--- src/rtl/oclp_pkg.sv ---
package oclp_pkg;
   typedef enum logic [1:0] {
      OCLP_IDLE = 2'd0,
      OCLP_CAL  = 2'd1,
      OCLP_HOLD = 2'd2
   } oclp_state_e;

   function automatic int oclp_win_max(input int base, input int thr_max, input int shift);
      return base + (thr_max >> shift);
   endfunction
endpackage

--- src/rtl/oclp_div3_clamp.sv ---
module oclp_div3_clamp #(
   parameter int CODE_W    = 12,
   parameter int THR_MIN   = 50,
   parameter int THR_MAX   = 500,
   parameter bit USE_RECIP = 1'b1
) (
   input  logic [CODE_W-1:0] drop,
   output logic [CODE_W-1:0] thr
);
   logic [CODE_W-1:0] quot;

   generate
      if (USE_RECIP) begin : g_recip
         // floor(x/3) == (x*ceil(2^K/3)) >> K for every x < 2^(K-1)
         localparam int K    = CODE_W + 1;
         localparam int PW   = CODE_W + K + 1;
         localparam int MULT = ((1 << K) + 2) / 3;
         logic [PW-1:0] prod;
         assign prod = PW'(drop) * PW'(MULT);
         assign quot = prod[K +: CODE_W];
      end else begin : g_const
         assign quot = drop / CODE_W'(3);
      end
   endgenerate

   always_comb begin
      if (quot > CODE_W'(THR_MAX))      thr = CODE_W'(THR_MAX);
      else if (quot < CODE_W'(THR_MIN)) thr = CODE_W'(THR_MIN);
      else                              thr = quot;
   end
endmodule

--- src/rtl/oclp_cal_seq.sv ---
module oclp_cal_seq
   import oclp_pkg::*;
#(
   parameter int CODE_W     = 12,
   parameter int THR_MIN    = 50,
   parameter int THR_MAX    = 500,
   parameter int WIN_BASE   = 40,
   parameter int WIN_SHIFT  = 4,
   parameter int SAMPLE_CYC = 8,
   parameter bit USE_RECIP  = 1'b1
) (
   input  logic              clk,
   input  logic              rst_n,
   input  logic              supply_ok,
   input  logic              enable_req,
   input  logic [CODE_W-1:0] drop_code,
   output logic [CODE_W-1:0] held_thr,
   output logic              cal_done
);
   localparam int WIN_MAX = oclp_win_max(WIN_BASE, THR_MAX, WIN_SHIFT);
   localparam int CNT_W   = $clog2(WIN_MAX + 1);

   oclp_state_e       state;
   logic [CNT_W-1:0]  cnt;
   logic [CNT_W-1:0]  win_last;
   logic [CODE_W-1:0] thr_calc;

   oclp_div3_clamp #(
      .CODE_W   (CODE_W),
      .THR_MIN  (THR_MIN),
      .THR_MAX  (THR_MAX),
      .USE_RECIP(USE_RECIP)
   ) u_div (
      .drop(drop_code),
      .thr (thr_calc)
   );

   assign win_last = CNT_W'(WIN_BASE - 1) + CNT_W'(held_thr >> WIN_SHIFT);

   always_ff @(posedge clk or negedge rst_n) begin
      if (!rst_n) begin
         state    <= OCLP_IDLE;
         cnt      <= '0;
         held_thr <= CODE_W'(THR_MAX);
         cal_done <= 1'b0;
      end else if (!supply_ok) begin
         state    <= OCLP_IDLE;
         cnt      <= '0;
         held_thr <= CODE_W'(THR_MAX);
         cal_done <= 1'b0;
      end else begin
         case (state)
            OCLP_IDLE: begin
               cnt <= '0;
               if (enable_req) state <= OCLP_CAL;
            end
            OCLP_CAL: begin
               if (cnt == CNT_W'(SAMPLE_CYC)) held_thr <= thr_calc;
               if (cnt == win_last) begin
                  state    <= OCLP_HOLD;
                  cal_done <= 1'b1;
               end else begin
                  cnt <= cnt + 1'b1;
               end
            end
            OCLP_HOLD: begin
               cal_done <= 1'b1;
            end
            default: state <= OCLP_IDLE;
         endcase
      end
   end
endmodule

--- src/rtl/oclp_event_det.sv ---
module oclp_event_det #(
   parameter int CODE_W = 12
) (
   input  logic              clk,
   input  logic              rst_n,
   input  logic              armed,
   input  logic              ls_on,
   input  logic              cyc_start,
   input  logic [CODE_W-1:0] phase_drop,
   input  logic [CODE_W-1:0] thr,
   output logic              oc_event
);
   logic hit_q;
   logic over_now;

   assign over_now = armed && ls_on && (phase_drop > thr);

   always_ff @(posedge clk or negedge rst_n) begin
      if (!rst_n) begin
         hit_q    <= 1'b0;
         oc_event <= 1'b0;
      end else begin
         oc_event <= armed && cyc_start && hit_q;
         if (!armed)         hit_q <= 1'b0;
         else if (cyc_start) hit_q <= over_now;
         else                hit_q <= hit_q | over_now;
      end
   end
endmodule

--- src/rtl/oc_limit_prog.sv ---
module oc_limit_prog #(
   parameter int CODE_W     = 12,
   parameter int THR_MIN    = 50,
   parameter int THR_MAX    = 500,
   parameter int THR_FIXED  = 400,
   parameter int WIN_BASE   = 40,
   parameter int WIN_SHIFT  = 4,
   parameter int SAMPLE_CYC = 8,
   parameter bit USE_RECIP  = 1'b1
) (
   input  logic              clk,
   input  logic              rst_n,
   input  logic              supply_ok,
   input  logic              enable_req,
   input  logic              vcc_high,
   input  logic [CODE_W-1:0] drop_code,
   input  logic [CODE_W-1:0] phase_drop,
   input  logic              ls_on,
   input  logic              cyc_start,
   output logic              cal_done,
   output logic [CODE_W-1:0] oc_thr,
   output logic              oc_event
);
   generate
      if (THR_MIN > THR_MAX) begin : g_err_range
         $error("oc_limit_prog: THR_MIN above THR_MAX");
      end
      if (THR_MAX >= (1 << CODE_W)) begin : g_err_width
         $error("oc_limit_prog: THR_MAX does not fit CODE_W");
      end
      if (THR_FIXED < THR_MIN || THR_FIXED > THR_MAX) begin : g_err_fixed
         $error("oc_limit_prog: THR_FIXED outside range");
      end
      if (SAMPLE_CYC >= WIN_BASE - 1) begin : g_err_sample
         $error("oc_limit_prog: sample point must precede window end");
      end
   endgenerate

   logic [CODE_W-1:0] held_thr;

   oclp_cal_seq #(
      .CODE_W    (CODE_W),
      .THR_MIN   (THR_MIN),
      .THR_MAX   (THR_MAX),
      .WIN_BASE  (WIN_BASE),
      .WIN_SHIFT (WIN_SHIFT),
      .SAMPLE_CYC(SAMPLE_CYC),
      .USE_RECIP (USE_RECIP)
   ) u_cal (
      .clk       (clk),
      .rst_n     (rst_n),
      .supply_ok (supply_ok),
      .enable_req(enable_req),
      .drop_code (drop_code),
      .held_thr  (held_thr),
      .cal_done  (cal_done)
   );

   assign oc_thr = vcc_high ? CODE_W'(THR_FIXED) : held_thr;

   oclp_event_det #(
      .CODE_W(CODE_W)
   ) u_det (
      .clk       (clk),
      .rst_n     (rst_n),
      .armed     (cal_done),
      .ls_on     (ls_on),
      .cyc_start (cyc_start),
      .phase_drop(phase_drop),
      .thr       (oc_thr),
      .oc_event  (oc_event)
   );
endmodule

--- config.mk ---
export PLATFORM = sky130hd
export DESIGN_NAME = oc_limit_prog
export DESIGN_NICKNAME = d
export VERILOG_FILES = /design/src/rtl/oclp_pkg.sv /design/src/rtl/oclp_div3_clamp.sv /design/src/rtl/oclp_cal_seq.sv /design/src/rtl/oclp_event_det.sv /design/src/rtl/oc_limit_prog.sv
export SDC_FILE = /design/constraint.sdc
export NUM_CORES = 1
export LEC_CHECK = 0
export BUFFER_PORTS_ARGS = -buffer_cell sky130_fd_sc_hd__buf_2
export CORE_AREA = 2 2 105 158
export DETAILED_ROUTE_END_ITERATION = 16
export DIE_AREA = 0 0 107 160
export MAX_ROUTING_LAYER = met4
export PLACE_DENSITY = 0.49
export SYNTH_ARGS = -nofsm -noshare
export SYNTH_HDL_FRONTEND = slang
export SYNTH_HIERARCHICAL = 1
export SYNTH_SLANG_ARGS = --single-unit
--- constraint.sdc ---
create_clock -name clk -period 2.6 [get_ports clk]
set_clock_uncertainty 0.2 [all_clocks]
set_input_delay 0.52 -clock clk [delete_from_list [all_inputs] [get_ports clk]]
set_output_delay 0.52 -clock clk [all_outputs]
set_load 0.005 [all_outputs]
==> impl_metrics.json <==
{
  "status": "finished, violations left",
  "violations": "negative setup slack",
  "final_layout_size_suffix_gt1_share_pct": 38.5,
  "p_leak_nw": 3.33,
  "crit_fanout": 5,
  "fmax_ghz": 0.197,
  "clkLatencyLatePin_ps": 260,
  "cp_num_cells": 20,
  "grt_pass1_wl_mm": 19.9,
  "synth_cells": 508,
  "pre_cts_ws_ps": -2970,
  "power_frac_seq_pct": 5.4,
  "synth.cell_area_sq_um": 4650,
  "startpoint": "drop_code[3]",
  "hold_viol": 0,
  "grtUsageMet3_pct": 0.857,
  "die_area_sq_um": 17100,
  "crit_buf_inv": 5,
  "cap_violations": 0,
  "synthArstFlopShare_pct": 100,
  "setup_viol": 9,
  "rsz0062_at_grt": "yes",
  "min_period_ps": 5070,
  "synth-seq-cells": 24,
  "post_dp_cell_area_sq_um": 5780,
  "worstMarginPinSlew_ps": 859,
  "initial_core_util_pct": 29.2,
  "finalWeightedCongestion": 0.862,
  "diodes": 0,
  "hold_class": "in -> async",
  "syn_avg_cell_area_sq_um": 9.15,
  "finalMaxSlewViolations": 0,
  "relSlewSlack_pct": 42.2,
  "timing.rr.start": "u_cal/held_thr[5]$_DFFE_PN1P_",
  "path_cells": "buf_12 -> ha_4 -> fa_1 -> inv_1 -> fa_1 -> inv_1 -> fa_1 -> inv_2 -> fa_1 -> inv_2 -> ha_4 -> a21oi_4 -> a21o_4 -> o41ai_2 -> xor2_1 -> nand3_2 -> a211oi_4 -> nor3b_2 -> mux2i_1 -> nor2b_1",
  "wl_per_cell_um": 14.6,
  "htree_levels": 1,
  "grt_max_degree": 25,
  "cpMostUsedCell": "fa_1",
  "r2r_slack_ps": 30,
  "chipHeight_um": 160,
  "p_sw_share_pct": 48.3,
  "dp.cells": 830,
  "p_sw_mw": 3.38,
  "post_drt_via_cell_ratio": 4.79,
  "ir_drop_mv": 0.605,
  "fin_setup_tns_ps": -21270,
  "ys_seq_area_share_pct": 13.1,
  "layout_commonest_cell": "buf_4",
  "cp_data_arrival_time_ps": 5010,
  "coreArea_sq_um": 15900,
  "busiest_layer": "met2",
  "fin_ws_ps": -2470,
  "instances_no_fill": 847,
  "synth.distinct_cells": 63,
  "internal-power_mw": 3.62,
  "grt_pass1_vias": 4284,
  "end_kind": "flop",
  "hpwl_mm": 10.4,
  "nNetsFinal": 809,
  "cts_sinks": 24,
  "clock_power_share_pct": 4.7,
  "syn_to_final_growth_pct": 41.9,
  "reg2reg_to": "u_cal/cnt[5]$_DFFE_PN0P_",
  "firstDrtPassIters": 4,
  "clockRootBuffer": "clkbuf_16",
  "vias": 4061,
  "ant_nets": 0,
  "portBuffers": 44,
  "cp_data_required_time_ps": 2550,
  "rows": 57,
  "fillers": 1568,
  "yosys_warnings": 6,
  "rr_worst_depth": 7,
  "cts-buffers-inserted": 3,
  "cpMaxStageDelayCell": "fa_1",
  "grt_util_all_layers_pct": 14.7,
  "mostFrequentLayoutCells": "buf_4 (93), inv_1 (83), ha_1 (73)",
  "ioPinCount": 45,
  "tritoncts": "done",
  "finalPower_mw": 7.00,
  "start_kind": "primary input",
  "drc": 0,
  "fin_crit_sh_pct": 195,
  "combPwrFrac_pct": 89.8,
  "cts.reportedPaths.clkPinSlew_ps": 60,
  "synth_edf_count": 0,
  "finalInstanceArea_sq_um": 6590,
  "crit_type": "in -> reg",
  "clockBufferDepth": 2,
  "grt.met2_usage_pct": 29.6,
  "die_width_um": 107,
  "cpPeakStageDelay_ps": 510,
  "antenna_found_initial": 0,
  "gr-usage-met1_pct": 14.8,
  "power_density_nw_per_um2": 1060,
  "overflow": 0,
  "cpLargestDelayFamily": "adder cells",
  "dr.first_iter.drc_count": 144,
  "wl_mm": 12.4,
  "synth_ff_type": "dfrtp_1"
}
-- state kept, by name (all words and copies together) (netlist names) --
| register | count |
|---|---|
| u_cal/held_thr | 12 |
| u_cal/state | 2 |
| u_cal/cnt | 7 |
| u_det/oc_event | 1 |
| u_det/hit_q | 1 |
| u_cal/cal_done | 1 |
-- how the worst max path moves through the flow --
stage,end
floorplan,u_cal/held_thr[1]$_DFFE_PN0P_
global placement,u_cal/held_thr[3]$_DFFE_PN0P_
detailed placement,u_cal/held_thr[3]$_DFFE_PN0P_
CTS,u_cal/held_thr[3]$_DFFE_PN0P_
global route,u_cal/held_thr[2]$_DFFE_PN1P_
finish,u_cal/held_thr[1]$_DFFE_PN0P_
-- what timing repair did --
action,4_1_cts,5_1_grt
hold buffers,0,0
buffers inserted,5,9
setup endpoints to repair,15,19
pin swaps,33,44
hold endpoints to repair,0,0
resized for setup,46,66
-- per-layer routing --
layer	share of wire, %	routed length, um
met1	37	4590
met3	2.3	279
met4	3.1	378
met2	58	7120
met5	0	0
-- worst register-to-register path, delay by kind of cell (launching register included) --
kind,cells,cell delay (ps)
XOR/XNOR,1,280
flip-flops,1,370
AND/OR/NAND/NOR,2,580
buffers and inverters,1,150
AO/OA/AOI/OAI,3,900
-- logic make-up (layout without fill, tap and decap cells) --
group	after synthesis	after routing	share of synthesized area, %
fa+ha+maj	135	135	42.5
simple gates	116	116	13.7
compound gates	101	101	15.8
buf+inv	100	231	8.72
flops	24	24	13.1
xor+xnor	18	18	3.39
mux	13	13	2.80
other cells	1	3	0.0807
-- cells in the mapped netlist, drive strengths merged (2+ instances only) --
library cell	instances	area share [%]
fa	38	16
o21bai	3	0.48
nand3b	2	0.32
ha	97	26
xor2	14	2.6
o21ai	18	1.9
o311ai	3	0.73
and3	2	0.30
a211oi	8	1.7
a221oi	2	0.51
nor4	3	0.40
nor2b	20	2.7
nand3	13	1.4
or4	3	0.48
dfrtp	18	9.7
mux2i	13	2.8
nand2	28	2.3
nor2	12	0.97
or2	4	0.54
or3	5	0.78
nor4bb	3	0.65
nand2b	4	0.54
a311oi	2	0.38
o311a	2	0.67
a21oi	29	3.4
nor3	4	0.43
o31ai	2	0.32
inv	89	7.2
dfstp	6	3.4
and2	3	0.40
buf	9	1.4
xnor2	4	0.75
o211ai	5	0.81
o21a	2	0.32
clkbuf	2	0.16
a21o	13	2.1
a22o	2	0.38
nor3b	3	0.48
nand4	5	0.67
-- final cells by class --
cell class                      instances  area (sq um)  share of cell area [%]
Multi-Input combinational cell        386          4320                    65.5
Timing Repair Buffer                  139          1000                    15.2
Sequential cell                        24           608                    9.22
Inverter                               89           334                    5.07
Tap cell                              206           258                    3.91
Clock buffer                            3          75.1                    1.14
-- power groups by stage --
stage	sequential [mW]	combinational, mW	clock (mW)
global route	0.381	6.86	0.356
CTS	0.381	5.76	0.347
finish	0.381	6.29	0.332
detailed placement	0.387	5.03	0
floorplan	0.386	3.23	0
global placement	0.387	5.01	0
-- through the flow --
stage / hold slack (ps) / utilization, %
4_1_cts: 57.6 / 39.0
2_1_floorplan: 24.4 / -
5_1_grt: 86.6 / 41.5
3_5_place_dp: 329 / 36.4
3_3_place_gp: 321 / 36.4
6_report: 39.4 / 41.5
(Power assumes the default switching activity.)
